[src/rtl/tpt_pkg.sv]
package tpt_pkg;

  typedef enum logic [1:0] {
    OCM_PWM_A  = 2'b00,
    OCM_PWM_B  = 2'b01,
    OCM_TOGGLE = 2'b10,
    OCM_LOW    = 2'b11
  } oc_mode_e;

  function automatic logic mode_is_pwm(oc_mode_e m);
    return (m == OCM_PWM_A) || (m == OCM_PWM_B);
  endfunction

endpackage

[src/rtl/tpt_trig_cond.sv]
module tpt_trig_cond #(
  parameter int FW = 4,
  parameter int PW = 2
) (
  input  logic          clk,
  input  logic          rst_n,
  input  logic          ext_trig,
  input  logic          cfg_pol,
  input  logic [PW-1:0] cfg_psc,
  input  logic [FW-1:0] cfg_filt,
  output logic          trig_evt
);
  localparam int PCW = (1 << PW) - 1;

  logic           samp_q, samp_d;
  logic           filt_q, filt_d;
  logic [FW-1:0]  fcnt_q, fcnt_d;
  logic           prev_q;
  logic [PCW-1:0] pcnt_q, pcnt_d;
  logic [PCW-1:0] pmax;
  logic           level;
  logic           rise;

  always_comb begin
    samp_d = ext_trig ^ cfg_pol;
    filt_d = filt_q;
    fcnt_d = '0;
    if (cfg_filt == '0) begin
      filt_d = samp_q;
    end else if (samp_q != filt_q) begin
      if (fcnt_q >= (cfg_filt - FW'(1))) filt_d = samp_q;
      else                               fcnt_d = fcnt_q + FW'(1);
    end
    level    = (cfg_filt == '0) ? samp_q : filt_q;
    rise     = level & ~prev_q;
    pmax     = (PCW'(1) << cfg_psc) - PCW'(1);
    trig_evt = rise && (pcnt_q >= pmax);
    pcnt_d   = pcnt_q;
    if (rise) pcnt_d = (pcnt_q >= pmax) ? '0 : pcnt_q + PCW'(1);
  end

  always_ff @(posedge clk or negedge rst_n) begin
    if (!rst_n) begin
      samp_q <= 1'b0;
      filt_q <= 1'b0;
      fcnt_q <= '0;
      prev_q <= 1'b0;
      pcnt_q <= '0;
    end else begin
      samp_q <= samp_d;
      filt_q <= filt_d;
      fcnt_q <= fcnt_d;
      prev_q <= level;
      pcnt_q <= pcnt_d;
    end
  end

endmodule

[src/rtl/tpt_counter.sv]
module tpt_counter #(
  parameter int CW = 16
) (
  input  logic          clk,
  input  logic          rst_n,
  input  logic [CW-1:0] cfg_reload,
  input  logic          cfg_one_shot,
  input  logic          cfg_trig_en,
  input  logic          sw_start,
  input  logic          sw_stop,
  input  logic          trig_evt,
  output logic [CW-1:0] count,
  output logic          running,
  output logic          upd_evt,
  output logic          trig_start,
  output logic          upd_flag,
  output logic          trg_flag
);
  logic [CW-1:0] cnt_q, cnt_d;
  logic          run_q, run_d;
  logic          trig_ok;

  always_comb begin
    upd_evt    = run_q && (cnt_q == cfg_reload) && !sw_stop;
    trig_ok    = trig_evt && cfg_trig_en && !(cfg_one_shot && run_q);
    trig_start = trig_ok && !run_q && !sw_start && !sw_stop;

    run_d = run_q;
    if (sw_stop)                      run_d = 1'b0;
    else if (upd_evt && cfg_one_shot) run_d = 1'b0;
    else if (sw_start || trig_ok)     run_d = 1'b1;

    cnt_d = cnt_q;
    if (run_q && !sw_stop) begin
      if (upd_evt) cnt_d = '0;
      else         cnt_d = cnt_q + CW'(1);
    end
  end

  always_ff @(posedge clk or negedge rst_n) begin
    if (!rst_n) begin
      cnt_q    <= '0;
      run_q    <= 1'b0;
      upd_flag <= 1'b0;
      trg_flag <= 1'b0;
    end else begin
      cnt_q    <= cnt_d;
      run_q    <= run_d;
      upd_flag <= upd_evt;
      trg_flag <= trig_evt;
    end
  end

  assign count   = cnt_q;
  assign running = run_q;

endmodule

[src/rtl/tpt_compare.sv]
module tpt_compare
  import tpt_pkg::*;
#(
  parameter int CW = 16
) (
  input  logic          clk,
  input  logic          rst_n,
  input  logic [CW-1:0] count,
  input  logic          running,
  input  logic [CW-1:0] cfg_compare,
  input  oc_mode_e      mode,
  input  logic          fast_start,
  input  logic          pulse_end,
  output logic          oc_ref
);
  logic lt_q, lt_d;
  logic hit_q, hit_d;
  logic fast_q, fast_d;
  logic ref_q, ref_d;
  logic post_lvl;

  always_comb begin
    lt_d     = count < cfg_compare;
    hit_d    = running && (count == cfg_compare);
    post_lvl = (mode == OCM_PWM_B);

    fast_d = fast_q;
    if (pulse_end)       fast_d = 1'b0;
    else if (fast_start) fast_d = 1'b1;

    if (fast_start || (fast_q && !pulse_end)) begin
      ref_d = post_lvl;
    end else begin
      unique case (mode)
        OCM_PWM_A:  ref_d = lt_q;
        OCM_PWM_B:  ref_d = !lt_q;
        OCM_TOGGLE: ref_d = hit_q ? !ref_q : ref_q;
        default:    ref_d = 1'b0;
      endcase
    end
  end

  always_ff @(posedge clk or negedge rst_n) begin
    if (!rst_n) begin
      lt_q   <= 1'b0;
      hit_q  <= 1'b0;
      fast_q <= 1'b0;
      ref_q  <= 1'b0;
    end else begin
      lt_q   <= lt_d;
      hit_q  <= hit_d;
      fast_q <= fast_d;
      ref_q  <= ref_d;
    end
  end

  assign oc_ref = ref_q;

endmodule

[src/rtl/trig_pulse_timer.sv]
module trig_pulse_timer
  import tpt_pkg::*;
#(
  parameter int CW = 16,
  parameter int FW = 4,
  parameter int PW = 2
) (
  input  logic          clk,
  input  logic          rst_n,
  input  logic [CW-1:0] cfg_reload,
  input  logic [CW-1:0] cfg_compare,
  input  logic [1:0]    cfg_mode,
  input  logic          cfg_one_shot,
  input  logic          cfg_fast,
  input  logic          cfg_trig_en,
  input  logic          cfg_trig_pol,
  input  logic [PW-1:0] cfg_trig_psc,
  input  logic [FW-1:0] cfg_trig_filt,
  input  logic          sw_start,
  input  logic          sw_stop,
  input  logic          ext_trig,
  output logic [CW-1:0] count,
  output logic          running,
  output logic          oc_ref,
  output logic          upd_flag,
  output logic          trg_flag
);
  logic [1:0] rsync_q;
  logic       rst_int_n;
  logic       trig_evt;
  logic       upd_evt;
  logic       trig_start;
  logic       fast_start;
  logic       pulse_end;
  oc_mode_e   mode;

  always_ff @(posedge clk or negedge rst_n) begin
    if (!rst_n) rsync_q <= 2'b00;
    else        rsync_q <= {rsync_q[0], 1'b1};
  end
  assign rst_int_n = rsync_q[1];

  assign mode       = oc_mode_e'(cfg_mode);
  assign fast_start = trig_start && cfg_fast && cfg_one_shot && mode_is_pwm(mode);
  assign pulse_end  = (upd_evt && cfg_one_shot) || sw_stop;

  tpt_trig_cond #(.FW(FW), .PW(PW)) u_cond (
    .clk      (clk),
    .rst_n    (rst_int_n),
    .ext_trig (ext_trig),
    .cfg_pol  (cfg_trig_pol),
    .cfg_psc  (cfg_trig_psc),
    .cfg_filt (cfg_trig_filt),
    .trig_evt (trig_evt)
  );

  tpt_counter #(.CW(CW)) u_cnt (
    .clk          (clk),
    .rst_n        (rst_int_n),
    .cfg_reload   (cfg_reload),
    .cfg_one_shot (cfg_one_shot),
    .cfg_trig_en  (cfg_trig_en),
    .sw_start     (sw_start),
    .sw_stop      (sw_stop),
    .trig_evt     (trig_evt),
    .count        (count),
    .running      (running),
    .upd_evt      (upd_evt),
    .trig_start   (trig_start),
    .upd_flag     (upd_flag),
    .trg_flag     (trg_flag)
  );

  tpt_compare #(.CW(CW)) u_cmp (
    .clk         (clk),
    .rst_n       (rst_int_n),
    .count       (count),
    .running     (running),
    .cfg_compare (cfg_compare),
    .mode        (mode),
    .fast_start  (fast_start),
    .pulse_end   (pulse_end),
    .oc_ref      (oc_ref)
  );

endmodule

[config.mk]
export PLATFORM = sky130hd
export DESIGN_NAME = trig_pulse_timer
export DESIGN_NICKNAME = d
export VERILOG_FILES = /design/src/rtl/tpt_pkg.sv /design/src/rtl/tpt_trig_cond.sv /design/src/rtl/tpt_counter.sv /design/src/rtl/tpt_compare.sv /design/src/rtl/trig_pulse_timer.sv
export SDC_FILE = /design/constraint.sdc
export NUM_CORES = 1
export LEC_CHECK = 0
export BUFFER_PORTS_ARGS = -buffer_cell sky130_fd_sc_hd__buf_4
export CORE_ASPECT_RATIO = 0.6
export CORE_UTILIZATION = 45
export CTS_CLUSTER_SIZE = 10
export DETAILED_ROUTE_END_ITERATION = 10
export PLACE_DENSITY = 0.7
export SYNTH_ARGS = -nofsm -noshare
export SYNTH_HDL_FRONTEND = slang
export SYNTH_HIERARCHICAL = 1
export SYNTH_SLANG_ARGS = --single-unit
[constraint.sdc]
create_clock -name clk -period 1.1 [get_ports clk]
set_input_delay 0.22 -clock clk [delete_from_list [all_inputs] [get_ports clk]]
set_output_delay 0.22 -clock clk [all_outputs]
set_load 0.01 [all_outputs]
==> flow_summary_export.csv <==
group,metric,value,unit
die,fp.dieW,101,um
clocking,cts_tree,"done",
synth,ys_seq_elements,35,
global_routing,track_usage,27.5,%
setup_path,setup.worst_path.end,"u_cmp/oc_ref",
placement,dp_hpwl,5.67,mm
cells_and_area,nNetsFinal,481,
setup_path,rr_worst_depth,9,
detailed_routing,wl_per_cell,18.8,um
setup_path,required,1.29,ns
die,core_area,5600,um2
setup_path,crit_start,"u_cnt/count[2]",
synth,ys_warn_count,6,
run,max-cap-violations,0,
global_routing,grt_start_max_net_pins,23,
placement,gp_congestion,0.845,
sta,fin_ws,-1.19,ns
status,violations,"setup timing",
cells_and_area,fin_area,4450,um2
detailed_routing,vias,2634,
cells_and_area,antennaDiodeCount,0,
cells_and_area,fillCellCount,338,
placement,postPlaceCellArea,3780,um2
status,status,"complete, but fails checks",
synth,async_flop_share,100,%
die,die-area,6160,um2
sta,slew_viol_final,0,
synth,postSynthAreaPerCell,10.2,um2
detailed_routing,drc,0,
sta,period_share,208,%
setup_path,r2r-start,"u_cnt/count[2]",
global_routing,grt_pass1_vias,2521,
sta,rsz0062_at_grt,"true",
clocking,clk_latency,0.30,ns
sta,finalSetupViolCount,48,
detailed_routing,dr.first_iter.drc_count,210,
power,leakagePower,0.00210,uW
die,die_y,61.2,um
die,io-pin-count,69,
power,power.share.sequential,28.2,%
synth,synth-main-ff-cell,"dfrtp_1",
clocking,numClockSinks,35,
clocking,htreeDepth,2,
global_routing,antenna_found_initial,0,
synth,synth-seq-area-share,33.3,%
cells_and_area,syn_to_final_growth,69.4,%
placement,port-buffer-count,68,
sta,clock-skew-final,0.00595,ns
die,rows,21,
synth,synth_edf_count,0,
setup_path,cp_max_fo,2,
synth,synthTopCellsByArea,"dfrtp_1, ha_1, xor2_1",
cells_and_area,drive_gt1_share,57.9,%
detailed_routing,viasPerCell,5.42,
sta,whs,0.0966,ns
detailed_routing,dr.pass1.iters,5,
global_routing,grt_pass1_wl,12.4,mm
global_routing,grt_overflow,0,
clocking,clock-root-buffer,"clkbuf_8",
clocking,clkTransAtPathRegs,0.08,ns
synth,yosys.area.top_type_share,33.3,%
sta,clock.fmax,437,MHz
setup_path,path_class,"reg -> reg",
synth,ys_types,54,
synth,postSynthCellCount,258,
detailed_routing,ant_nets,0,
setup_path,critPathLaunchType,"flop",
clocking,numCtsBuffers,5,
die,start_util,46.9,%
sta,period_minus_slack,2.29,ns
power,switching_share,37.4,%
setup_path,cp-end-kind,"flop",
synth,yosysTopAreaCell,"dfrtp_1",
setup_path,critical_path_arrival,2.48,ns
power,p_clk_share,15.7,%
power,p_int,3780,uW
detailed_routing,wl,9.14,mm
placement,dpl.cell_count,458,
power,powerDensity,1360,nW/um2
setup_path,r2r-end,"u_cmp/oc_ref",
power,p_switching,2260,uW
worst_hold_path,hold_path.class,"in -> reg",
synth,syn_area,2630,um2
cells_and_area,fin_cells,486,
synth,synthesis.nets,334,
clocking,clockBufferDepth,2,
setup_path,r2r_slack,-1.19,ns
sta,hold_viol_final,0,
power,p_total,6040,uW
power,p_comb_share,56.1,%
power,vdd_ir_drop_max,747,uV
[synthesized netlist by cell type (all sizes together), types with 3 or more instances]
| cell | instances |
|---|---|
| a21o | 4 |
| a21oi | 20 |
| buf | 6 |
| dfrtp | 35 |
| ha | 27 |
| inv | 28 |
| mux2i | 3 |
| nand2 | 15 |
| nand2b | 5 |
| nand3 | 7 |
| nand4 | 8 |
| nor2 | 11 |
| nor3 | 5 |
| nor3b | 3 |
| nor4 | 7 |
| o21ai | 5 |
| xnor2 | 17 |
| xor2 | 19 |
[sequential cells by signal, summed over array words and instances (netlist names)]
register / cells
u_cnt/upd_flag: 1
u_cmp/oc_ref: 1
u_cond/fcnt_q: 4
u_cnt/trg_flag: 1
u_cond/filt_q: 1
u_cond/pcnt_q: 3
u_cond/samp_q: 1
u_cmp/fast_q: 1
u_cmp/lt_q: 1
rsync_q: 2
u_cnt/count: 16
u_cmp/hit_q: 1
u_cnt/running: 1
u_cond/prev_q: 1
[placed cells by master, fill, tap and decap left out, types with 3 or more instances in the layout]
master    synthesis  layout
a21o_1            4       4
a21oi_1          11       4
a21oi_2           9      16
buf_12            0       3
buf_4             1     103
buf_6             1      39
clkbuf_8          0       5
dfrtp_1          35      29
dfrtp_2           0       6
ha_1             27      13
ha_4              0      14
inv_1            28      25
nand2_1          14      11
nand2_2           1       3
nand2b_1          5       3
nand3_1           6       5
nand4_1           5       5
nand4_4           1       3
nor2_1           10      10
nor3_1            5       3
nor4_2            2       3
nor4_4            3       4
o21ai_1           0       3
xnor2_1          17      15
xor2_1           19      18
[stage by stage]
stage	worst slack [ns]	TNS (ns)	utilization, %
6_report	-1.19	-18.87	79.5
5_1_grt	-1.26	-20.63	79.5
4_1_cts	-1.06	-16.02	76.8
3_5_place_dp	-1.18	-16.48	67.6
3_3_place_gp	-1.08	-15.92	67.6
2_1_floorplan	-0.953	-11.37	-
[critical path, stage by stage, from the launching register on]
cell      delay, ns
dfrtp_2        0.42
xor2_1         0.16
nor4_2         0.38
nand2_1        0.11
nor4bb_2       0.35
a21o_1         0.23
nor2b_2        0.08
nor3b_2        0.19
xor2_1         0.09
o21a_1         0.18
[power groups by stage]
stage | sequential [uW] | combinational (uW) | clock [uW]
2_1_floorplan | 1880 | 1290 | 0
3_3_place_gp | 1690 | 2570 | 0
3_5_place_dp | 1700 | 2630 | 0
4_1_cts | 1690 | 2980 | 954
5_1_grt | 1730 | 3630 | 1020
6_report | 1700 | 3390 | 949
[cell families after synthesis]
logic type	after synthesis	share of synthesized area, %
and+or+nand+nor	76	21.0
adders and majority gates	27	12.9
DFF	35	33.3
AOI/OAI and AO/OA	44	12.7
buffers and inverters	34	5.86
muxes	5	2.14
other	1	0.143
xor gates and xnor gates	36	12.0
[layer usage]
metal	wire length [um]	part of all wire, %	track usage, %
met5	0	0	0
met4	241	2.6	8.70
met3	704	7.7	6.24
met2	4390	48	46.8
met1	3800	42	35.9
[cell type report]
type,instances,area [um2],area share [%]
clock buffer,6,72.6,1.63
tap,80,100,2.25
timing repair buffer,146,1280,28.8
sequential,35,883,19.9
clock inverter,2,12.5,0.281
multi-input combinational,189,1970,44.3
inverter,28,125,2.81
[how the worst min path moves through the flow]
| stage | cells past startpoint | slack, ns | from | to |
|---|---|---|---|---|
| global placement | 1 | 0.003 | rst_n | rsync_q[0] |
| detailed placement | 1 | 0.005 | rst_n | rsync_q[0] |
| global route | 2 | 0.1 | cfg_trig_pol | u_cond/samp_q |
| finish | 2 | 0.1 | ext_trig | u_cond/samp_q |
| CTS | 2 | 0.09 | ext_trig | u_cond/samp_q |
| floorplan | 0 | -0.08 | rst_n | rsync_q[0] |
[repair_timing]
item,in CTS,in global routing
endpoints found under the setup margin,48,48
hold endpoints to repair,2,0
hold buffers,1,0
pin swaps,19,18
setup buffers,15,19
resized for setup,60,27
No activity file was read; power rests on OpenSTA's default activity.
